`config.mk`:
```
export PLATFORM = sky130hd
export DESIGN_NAME = deskew_cal
export DESIGN_NICKNAME = d
export VERILOG_FILES = /design/src/rtl/deskew_pkg.sv /design/src/rtl/deskew_cmp.sv /design/src/rtl/deskew_timer.sv /design/src/rtl/deskew_ctr.sv /design/src/rtl/deskew_cal.sv
export SDC_FILE = /design/constraint.sdc
export NUM_CORES = 1
export LEC_CHECK = 0
export BUFFER_PORTS_ARGS = -buffer_cell sky130_fd_sc_hd__buf_4
export CAP_MARGIN = 25
export CORE_ASPECT_RATIO = 0.7
export CORE_UTILIZATION = 45
export CTS_CLUSTER_DIAMETER = 40
export DETAILED_ROUTE_END_ITERATION = 8
export PLACE_DENSITY_LB_ADDON = 0.05
export SETUP_SLACK_MARGIN = 0.15
export SYNTH_ARGS = -nofsm -noshare
export SYNTH_HDL_FRONTEND = slang
export SYNTH_SLANG_ARGS = --single-unit
```
`constraint.sdc`:
```
create_clock -name clk -period 6 [get_ports clk]
set_clock_uncertainty 0.1 [all_clocks]
set_input_delay 0.9 -clock clk [delete_from_list [all_inputs] [get_ports clk]]
set_output_delay 0.9 -clock clk [all_outputs]
set_load 0.05 [all_outputs]
```
`src/rtl/deskew_pkg.sv`:
```
package deskew_pkg;
  typedef enum logic [3:0] {
    ST_IDLE,
    ST_WAIT,
    ST_JOINT,
    ST_RESTART,
    ST_WIN,
    ST_DEC,
    ST_BRST,
    ST_BSCAN,
    ST_BMID,
    ST_NEXT
  } cal_st_e;
endpackage

```
`src/rtl/deskew_cmp.sv`:
```
// Per-bit nibble comparison against the training pattern.
module deskew_cmp #(
  parameter int NBITS = 8,
  parameter logic [3:0] TRAIN_PAT = 4'b0110
) (
  input  logic [NBITS*4-1:0] rd_q,
  output logic [NBITS-1:0]   hit
);
  for (genvar b = 0; b < NBITS; b++) begin : g_bit
    assign hit[b] = (rd_q[b*4 +: 4] == TRAIN_PAT);
  end
endmodule

```
`src/rtl/deskew_timer.sv`:
```
// Settle counter: loads on request, busy until it drains.
module deskew_timer #(
  parameter int SETTLE = 4
) (
  input  logic clk,
  input  logic rst_n,
  input  logic load,
  output logic busy
);
  localparam int CW = $clog2(SETTLE + 1);
  logic [CW-1:0] cnt;

  always_ff @(posedge clk) begin
    if (!rst_n)          cnt <= '0;
    else if (load)       cnt <= CW'(SETTLE);
    else if (cnt != '0)  cnt <= cnt - 1'b1;
  end

  assign busy = (cnt != '0);
endmodule

```
`src/rtl/deskew_ctr.sv`:
```
// Saturating tap counter mirroring one delay line.
module deskew_ctr #(
  parameter int TAPS = 64,
  localparam int TW = $clog2(TAPS)
) (
  input  logic          clk,
  input  logic          rst_n,
  input  logic          inc,
  input  logic          dec,
  input  logic          clr,
  output logic [TW-1:0] tap
);
  localparam logic [TW-1:0] MAXT = TW'(TAPS - 1);

  always_ff @(posedge clk) begin
    if (!rst_n || clr)           tap <= '0;
    else if (inc && tap != MAXT) tap <= tap + 1'b1;
    else if (dec && tap != '0)   tap <= tap - 1'b1;
  end
endmodule

```
`src/rtl/deskew_cal.sv`:
```
module deskew_cal
  import deskew_pkg::*;
#(
  parameter int NBITS = 8,
  parameter int TAPS = 64,
  parameter int SETTLE = 4,
  parameter logic [3:0] TRAIN_PAT = 4'b0110,
  localparam int TW = $clog2(TAPS)
) (
  input  logic                clk,
  input  logic                rst_n,
  input  logic                cal_start,
  input  logic [NBITS*4-1:0]  rd_q,
  output logic                dqs_inc,
  output logic                dqs_dec,
  output logic                dqs_rst,
  output logic [NBITS-1:0]    dq_inc,
  output logic [NBITS-1:0]    dq_dec,
  output logic [NBITS-1:0]    dq_rst,
  output logic [TW-1:0]       dqs_tap,
  output logic [NBITS*TW-1:0] dq_tap,
  output logic                cal_done,
  output logic                cal_err
);
  localparam int BW = (NBITS > 1) ? $clog2(NBITS) : 1;
  localparam logic [TW-1:0] MAXT = TW'(TAPS - 1);

  cal_st_e st, ret;
  logic [NBITS-1:0] hit, sel;
  logic [TW-1:0]    tap_arr [NBITS];
  logic [TW-1:0]    cur, first, last, dcnt, target;
  logic [TW:0]      win, mid_sum;
  logic [BW-1:0]    bidx;
  logic             busy, ld, start_q, retried, found;

  deskew_cmp #(.NBITS(NBITS), .TRAIN_PAT(TRAIN_PAT)) u_cmp (.rd_q(rd_q), .hit(hit));
  deskew_timer #(.SETTLE(SETTLE)) u_tmr (.clk(clk), .rst_n(rst_n), .load(ld), .busy(busy));

  deskew_ctr #(.TAPS(TAPS)) u_dqs_ctr (
    .clk(clk), .rst_n(rst_n), .inc(dqs_inc), .dec(dqs_dec), .clr(dqs_rst), .tap(dqs_tap));

  for (genvar b = 0; b < NBITS; b++) begin : g_lane
    deskew_ctr #(.TAPS(TAPS)) u_dq_ctr (
      .clk(clk), .rst_n(rst_n), .inc(dq_inc[b]), .dec(dq_dec[b]), .clr(dq_rst[b]),
      .tap(tap_arr[b]));
    assign dq_tap[b*TW +: TW] = tap_arr[b];
  end

  assign sel     = NBITS'(1) << bidx;
  assign cur     = tap_arr[bidx];
  assign mid_sum = {1'b0, first} + {1'b0, last};
  assign target  = mid_sum[TW:1];

  always_ff @(posedge clk) begin
    if (!rst_n) begin
      st <= ST_IDLE; ret <= ST_IDLE; start_q <= 1'b0;
      dqs_inc <= 1'b0; dqs_dec <= 1'b0; dqs_rst <= 1'b0;
      dq_inc <= '0; dq_dec <= '0; dq_rst <= '0; ld <= 1'b0;
      cal_done <= 1'b0; cal_err <= 1'b0; retried <= 1'b0; found <= 1'b0;
      win <= '0; dcnt <= '0; first <= '0; last <= '0; bidx <= '0;
    end else begin
      start_q <= cal_start;
      dqs_inc <= 1'b0; dqs_dec <= 1'b0; dqs_rst <= 1'b0;
      dq_inc <= '0; dq_dec <= '0; dq_rst <= '0; ld <= 1'b0;
      case (st)
        ST_IDLE: if (cal_start && !start_q) begin
          dqs_rst <= 1'b1; dq_rst <= '1;
          cal_done <= 1'b0; cal_err <= 1'b0; retried <= 1'b0;
          ld <= 1'b1; ret <= ST_JOINT; st <= ST_WAIT;
        end
        ST_WAIT: if (!busy && !ld) st <= ret;
        ST_JOINT: begin
          if (hit[0]) begin
            win <= (TW+1)'(1);
            if (dqs_tap == MAXT) begin dcnt <= '0; st <= ST_DEC; end
            else begin dqs_inc <= 1'b1; ld <= 1'b1; ret <= ST_WIN; st <= ST_WAIT; end
          end else if (dqs_tap == MAXT) begin
            if (retried) begin cal_err <= 1'b1; cal_done <= 1'b1; st <= ST_IDLE; end
            else begin
              retried <= 1'b1; dqs_rst <= 1'b1; dq_rst <= '1;
              ld <= 1'b1; ret <= ST_RESTART; st <= ST_WAIT;
            end
          end else begin
            dqs_inc <= 1'b1; dq_inc <= '1; ld <= 1'b1; ret <= ST_JOINT; st <= ST_WAIT;
          end
        end
        ST_RESTART: begin
          dqs_inc <= 1'b1; ld <= 1'b1; ret <= ST_JOINT; st <= ST_WAIT;
        end
        ST_WIN: begin
          if (hit[0] && dqs_tap != MAXT) begin
            win <= win + 1'b1; dqs_inc <= 1'b1; ld <= 1'b1; ret <= ST_WIN; st <= ST_WAIT;
          end else if (hit[0]) begin
            win <= win + 1'b1; dcnt <= TW'((win + 1'b1) >> 1); st <= ST_DEC;
          end else begin
            dcnt <= TW'(win >> 1); st <= ST_DEC;
          end
        end
        ST_DEC: begin
          if (dcnt != '0) begin
            dqs_dec <= 1'b1; dcnt <= dcnt - 1'b1; ld <= 1'b1; ret <= ST_DEC; st <= ST_WAIT;
          end else begin
            bidx <= '0; st <= ST_BRST;
          end
        end
        ST_BRST: begin
          dq_rst <= sel; found <= 1'b0; ld <= 1'b1; ret <= ST_BSCAN; st <= ST_WAIT;
        end
        ST_BSCAN: begin
          if (hit[bidx]) begin
            if (!found) begin first <= cur; found <= 1'b1; end
            if (cur == MAXT) begin last <= MAXT; st <= ST_BMID; end
            else begin dq_inc <= sel; ld <= 1'b1; ret <= ST_BSCAN; st <= ST_WAIT; end
          end else if (found) begin
            last <= cur - 1'b1; st <= ST_BMID;
          end else if (cur == MAXT) begin
            cal_err <= 1'b1; st <= ST_NEXT;
          end else begin
            dq_inc <= sel; ld <= 1'b1; ret <= ST_BSCAN; st <= ST_WAIT;
          end
        end
        ST_BMID: begin
          if (cur > target) begin
            dq_dec <= sel; ld <= 1'b1; ret <= ST_BMID; st <= ST_WAIT;
          end else st <= ST_NEXT;
        end
        ST_NEXT: begin
          if (bidx == BW'(NBITS - 1)) begin cal_done <= 1'b1; st <= ST_IDLE; end
          else begin bidx <= bidx + 1'b1; st <= ST_BRST; end
        end
        default: st <= ST_IDLE;
      endcase
    end
  end
endmodule

```
### After elaboration in Yosys (flattened, before gate mapping)

Index checks and enable logic that the tools add are counted.

* register bits after elaboration: 126
* bits of input ports: 35
* output and inout bits: 83
* logic and storage cells: 302

* add/sub/neg operators: 24
* magnitude comparators: 3
* eq/ne operators: 51
* shifts and indexed selects: 1
* multiplexer cells: 110
* bitwise logic cells: 3
* reduce and logical (&&, ||, !) cells: 80

Operators by type and width (number)
* $mux W6: 28
* $mux W4: 20
* $mux W8: 9
* $sub A6 B1 Y6 const B: 11
* $reduce_bool A6 Y1: 10
* $add A6 B1 Y6 const B: 9
* $ne A6 B6 Y1 const B: 9
* $eq A4 B3 Y1 const B: 12
* $pmux W4 S9: 1
* $ne A2 B2 Y1 const B: 17
* $pmux W4 S8: 1
* $reduce_bool A2 Y1: 15
* $mux W1: 26
* $mux W3: 8
* $pmux W8 S3: 1
* $logic_and A1 B1 Y1: 21
* $mux W7: 3
* $bmux W6 S3: 1
* $pmux W6 S3: 1
* $pmux W8 S2: 1
* $reduce_and A8 Y1: 2
* $reduce_and A3 Y1: 5
* $pmux W7 S2: 1
* $eq A6 B6 Y1 const B: 2
* 31 further kinds: 58

### Depth between registers and ports, before layout

* word-level depth: 9
* mapped depth: 14
* depth with buffers taken out: 13

### Modules after synthesis

A second synthesis with hierarchy kept.

* cells, all modules: 935
* area, all modules: 8544.4 µm²

By module, submodules not included
* deskew_cal: instances 1, cells an instance 467, area an instance 4152.7 µm², seq. area each 1381.3 µm²
* deskew_ctr at g_lane[3].u_dq_ctr ...: instances 6, cells an instance 50, area an instance 464.2 µm², seq. area each 120.1 µm²
* deskew_ctr at g_lane[0].u_dq_ctr ...: instances 2, cells an instance 46, area an instance 441.7 µm², seq. area each 120.1 µm²
* deskew_ctr at g_lane[2].u_dq_ctr: instances 1, cells an instance 50, area an instance 455.4 µm², seq. area each 120.1 µm²
* deskew_timer: instances 1, cells an instance 18, area an instance 167.7 µm², seq. area each 60.1 µm²
* deskew_cmp: instances 1, cells an instance 8, area an instance 100.1 µm², seq. area each 0.0 µm²

### Worst setup path before layout

OpenSTA, ideal clock, no wires.

* kind: register -> register
* from: register bidx[0]
* to: register ret[0]
* setup time: 0.072 ns
* data arrival time: 3.244 ns
* data required time: 5.828 ns
* setup slack: 2.584 ns
* cell stages (with the launch flop): 13
* path buffers: 2
* period minus slack after synthesis: 3.416 ns
* path through: dfxtp_1 > buf_6 > mux4_2 > mux2i_4 > inv_2 > ha_1 > a21o_1 > a21o_1 > a221o_1 > and4_1 > clkbuf_1 > a211oi_4 > mux2i_1

* longest elaborated chain between the ends: 9
* elaborated cells between the ends (all ways): 15
* classes of those cells: order compare: 1; eq/ne: 3; mux: 9; bitwise: 1; reduce/logical: 1

Ends and longest elaborated chain
* start, declared: RTL line deskew_cal.sv:33 `logic [BW-1:0] bidx;`
* start signal, assigned: RTL line deskew_cal.sv:60 `win <= '0; dcnt <= '0; first <= '0; last <= '0; bidx <= '0;`
* start signal, assigned: RTL line deskew_cal.sv:103 `bidx <= '0; st <= ST_BRST;`
* start signal, assigned: RTL line deskew_cal.sv:129 `else begin bidx <= bidx + 1'b1; st <= ST_BRST; end`
* $not A3 Y4 (implied by the code) *: RTL line deskew_cal.sv:50 `assign cur = tap_arr[bidx];`
* $bmux W6 S3 *: RTL line deskew_cal.sv:50
* $mux W6 (implied by the code) * (2 in a row): RTL line deskew_cal.sv:50
* via cur[3]: RTL line deskew_cal.sv:31 `logic [TW-1:0] cur, first, last, dcnt, target;`
* $eq A6 B6 Y1: RTL line deskew_cal.sv:112, deskew_cal.sv:116
* $mux W4 (2 in a row)
* $mux W4: RTL line deskew_cal.sv:110 `if (hit[bidx]) begin`
* $pmux W4 S8: RTL line deskew_cal.sv:65 `case (st)`
* end signal, assigned: RTL line deskew_cal.sv:69 `ld <= 1'b1; ret <= ST_JOINT; st <= ST_WAIT;`
* end signal, assigned: RTL line deskew_cal.sv:107 `dq_rst <= sel; found <= 1'b0; ld <= 1'b1; ret <= ST_BSCAN; st <= ST_WAIT;`
* end signal, assigned: RTL line deskew_cal.sv:113 `else begin dq_inc <= sel; ld <= 1'b1; ret <= ST_BSCAN; st <= ST_WAIT; end`
* end, declared: RTL line deskew_cal.sv:28 `cal_st_e st, ret;`

Mark *: on every way through the listed nets, which the timed path passes. The rest lies on a longest branch. The select of a mux whose other input is x is not followed.
A chain may end at the register's enable or synchronous reset.

### Worst setup path in the final report

Ends and elaborated chain as after synthesis.

==> flow_summary_export.csv <==
group,metric,value,unit
routing,wl,22500,um
floorplan,die_x,164,um
synthesis,ys_types,76,
routing,drt_iter0_markers,411,
grt,grt_pass1_vias,6537,
status,outcome,"completed",
grt,grt_max_degree,38,
sta,period_share,67.7,%
sta,fin_crit,4060,ps
synthesis,synth_top_family_by_area,"simple AND/OR/NAND/NOR gates",
synthesis,synthXorXnorAreaFrac,5.32,%
floorplan,die_y,115,um
routing,vias,7156,
cells_and_area,stdcell_area,9730,um^2
sta,drv_slew,0,
synthesis,synth.most_common_cell,"nor2_1",
grt,antenna_found_initial,0,
cts,postCtsSetupBuffers,0,
cells_and_area,area_growth,18.2,%
synthesis,synth_fa_ha_area_share,11.5,%
cells_and_area,nets,1132,
synthesis,avgSynthCellArea,8.77,um^2
synthesis,synthSimpleGateAreaFrac,20.2,%
cts,clock-root-buffer,"clkbuf_16",
critical_path,reg2reg_to,"ret[0]",
routing,routed_via_density,5.63,
critical_path,critPathLaunch,"bidx[0]",
critical_path,crit_type,"reg -> reg",
synthesis,yosysSeqAreaShare,30.6,%
synthesis,synth_edf_count,0,
sta,rsz0062_at_grt,"no",
cts,htreeDepth,4,
sta,setup-tns-final,0,ps
place,place_congestion,0.866,
routing,drcViolationCount,0,
critical_path,ff2ff_setup_slack,1940,ps
critical_path,critPathCapture,"ret[0]",
flow_run,drv_cap,0,
sta,tightest_slew,1010,ps
cells_and_area,diodes,0,
cells_and_area,drive_above_1_share,18.5,%
critical_path,worstPathArrival,4310,ps
cts,cts.sinks,126,
sta,fmax,246,MHz
cts,postCtsHoldBufs,0,
pwr,peakVddDrop,165,uV
synthesis,synth_area,8230,um^2
synthesis,synth_nets,1044,
floorplan,num_rows,40,
synthesis,ys_seq_elements,126,
worst_hold_path,hp-class,"reg -> reg",
routing,wl_per_cell,17.7,um
floorplan,core,17500,um^2
cts,cts_tree,"built",
synthesis,synth_area_leaders,"dfxtp_1, ha_1, nor2_1, xnor2_1, mux2i_1",
cts,clk_pin_slew,60,ps
critical_path,cp_max_fo,16,
sta,slew-limit-headroom,32.0,%
pwr,power_density,219,nW/um^2
grt,grtUsageTotal,24.7,%
place,dpl_cell_area,9070,um^2
floorplan,ios,118,
critical_path,r2r_start,"bidx[0]",
sta,setup_viol,0,
synthesis,synthMuxAreaShare,10.6,%
cts,clockBufferDepth,2,
synthesis,syn_inst,939,
synthesis,synth_top_cell_area_share,30.6,%
critical_path,end_kind,"flip-flop",
floorplan,dieArea,18900,um^2
synthesis,synth_compound_gate_area_share,15.6,%
cts,insertion_delay,420,ps
routing,postRouteAntennaNets,0,
place,io_buffers,117,
place,hpwl,16800,um
synthesis,async_flop_share,0,%
critical_path,critPathRequiredTime,6250,ps
grt,overflow,0,
floorplan,initial_utilization,47.0,%
critical_path,reg2reg_depth,10,
synthesis,ys.flop_type,"dfxtp_1",
pwr,leakagePower,4.10,nW
cts,cts_buffers,17,
sta,hold_violations,0,
pwr,total_power,0.00213,W
synthesis,yosysTopAreaCell,"dfxtp_1",
grt,grt_pass1_wl,35800,um
synthesis,yosys-top-cells-count,"nor2_1, dfxtp_1, a21oi_1",
synthesis,ys_warn_count,0,
routing,dr.pass1.iters,6,
critical_path,cp-start-kind,"flip-flop",
cts,post_cts_resized,0,
-- routing by layer --
layer	vias to the layer above	track usage [%]	wire, um
met5	-	0	0
met4	0	6.36	225
met3	19	5.56	1870
met2	252	34.5	9120
met1	3342	37.6	11300
li1	3543	-	-
-- area by class of cell --
cell class	instances	area [um^2]
Fill cell	1644	7790
Multi-Input combinational cell	717	5200
Inverter	45	174
Clock inverter	13	189
Tap cell	231	289
Timing Repair Buffer	120	908
Clock buffer	19	443
Sequential cell	126	2520
-- metrics by stage --
stage / instances / hold WS [ps] / worst slack, ps / util (%)
after floorplan: 939 / 337 / 2580 / -
after global placement: 1236 / 349 / 2050 / 51.8
after detailed placement: 1236 / 353 / 1930 / 51.8
after CTS: 1268 / 362 / 1930 / 55.4
after global routing: 1271 / 387 / 1760 / 55.6
final: 1271 / 363 / 1940 / 55.6
-- sequential cells by signal (all words and copies together) (netlist names) --
name / flops
u_dqs_ctr.tap: 6
dqs_rst: 1
g_lane.u_dq_ctr.tap: 48
found: 1
start_q: 1
dqs_dec: 1
bidx: 3
win: 7
dqs_inc: 1
cal_err: 1
dq_inc: 8
last: 6
u_tmr.cnt: 3
first: 6
dcnt: 6
st: 4
cal_done: 1
dq_dec: 8
ld: 1
dq_rst: 8
retried: 1
ret: 4
-- logic make-up (layout without fill, tap and decap cells) --
family,count (synthesis),after routing
flops,126,126
simple gates,336,336
compound gates,197,197
mux,64,64
buf+inv,96,197
fa+ha+maj,70,70
xor+xnor,50,50
-- critical path: stages, from the launching register on --
cell	delay, ps
dfxtp_1	890
mux4_1	730
mux2i_4	240
inv_2	90
ha_1	310
a21o_1	160
a21o_1	160
a221o_1	390
and4_1	330
a211oi_4	370
mux2i_1	220
-- power by group --
group          internal, W  leakage [nW]  total [W]  switching (W)
combinational    0.0000596          2.78   0.000157      0.0000970
sequential        0.000851          1.02   0.000862      0.0000119
clock             0.000708         0.304    0.00111       0.000401
-- worst min-delay path by stage --
stage                 from  endpoint  cells past startpoint
floorplan           ret[1]     st[1]                      2
global route        ret[1]     st[1]                      2
CTS                 ret[1]     st[1]                      2
detailed placement  ret[1]     st[1]                      2
global placement    ret[2]    ret[2]                      2
finish              ret[1]     st[1]                      2
-- cell usage in the layout (no fill, tap or decap), drive strengths merged, types with 3 or more instances in the layout --
| cell type | n |
|---|---|
| nor2 | 132 |
| dfxtp | 126 |
| buf | 118 |
| a21oi | 76 |
| nand2 | 69 |
| ha | 60 |
| xnor2 | 45 |
| inv | 44 |
| mux2i | 43 |
| o21ai | 30 |
| nand3 | 25 |
| nor3 | 23 |
| a211oi | 21 |
| clkbuf | 21 |
| nand2b | 19 |
| nand4 | 15 |
| a21o | 13 |
| mux4 | 12 |
| o21bai | 11 |
| or4 | 11 |
| fa | 10 |
| o31ai | 9 |
| mux2 | 9 |
| nor2b | 8 |
| clkinv | 8 |
| nor4 | 7 |
| o221a | 6 |
| xor2 | 5 |
| o22ai | 5 |
| and3 | 5 |
| or3 | 4 |
| a31oi | 4 |
| bufinv | 4 |
| o211ai | 4 |
| nand4bb | 3 |
| nor4bb | 3 |
| or4bb | 3 |
| and4 | 3 |
| o2111ai | 3 |
| a311oi | 3 |
Power figures use the tool's default switching activity.
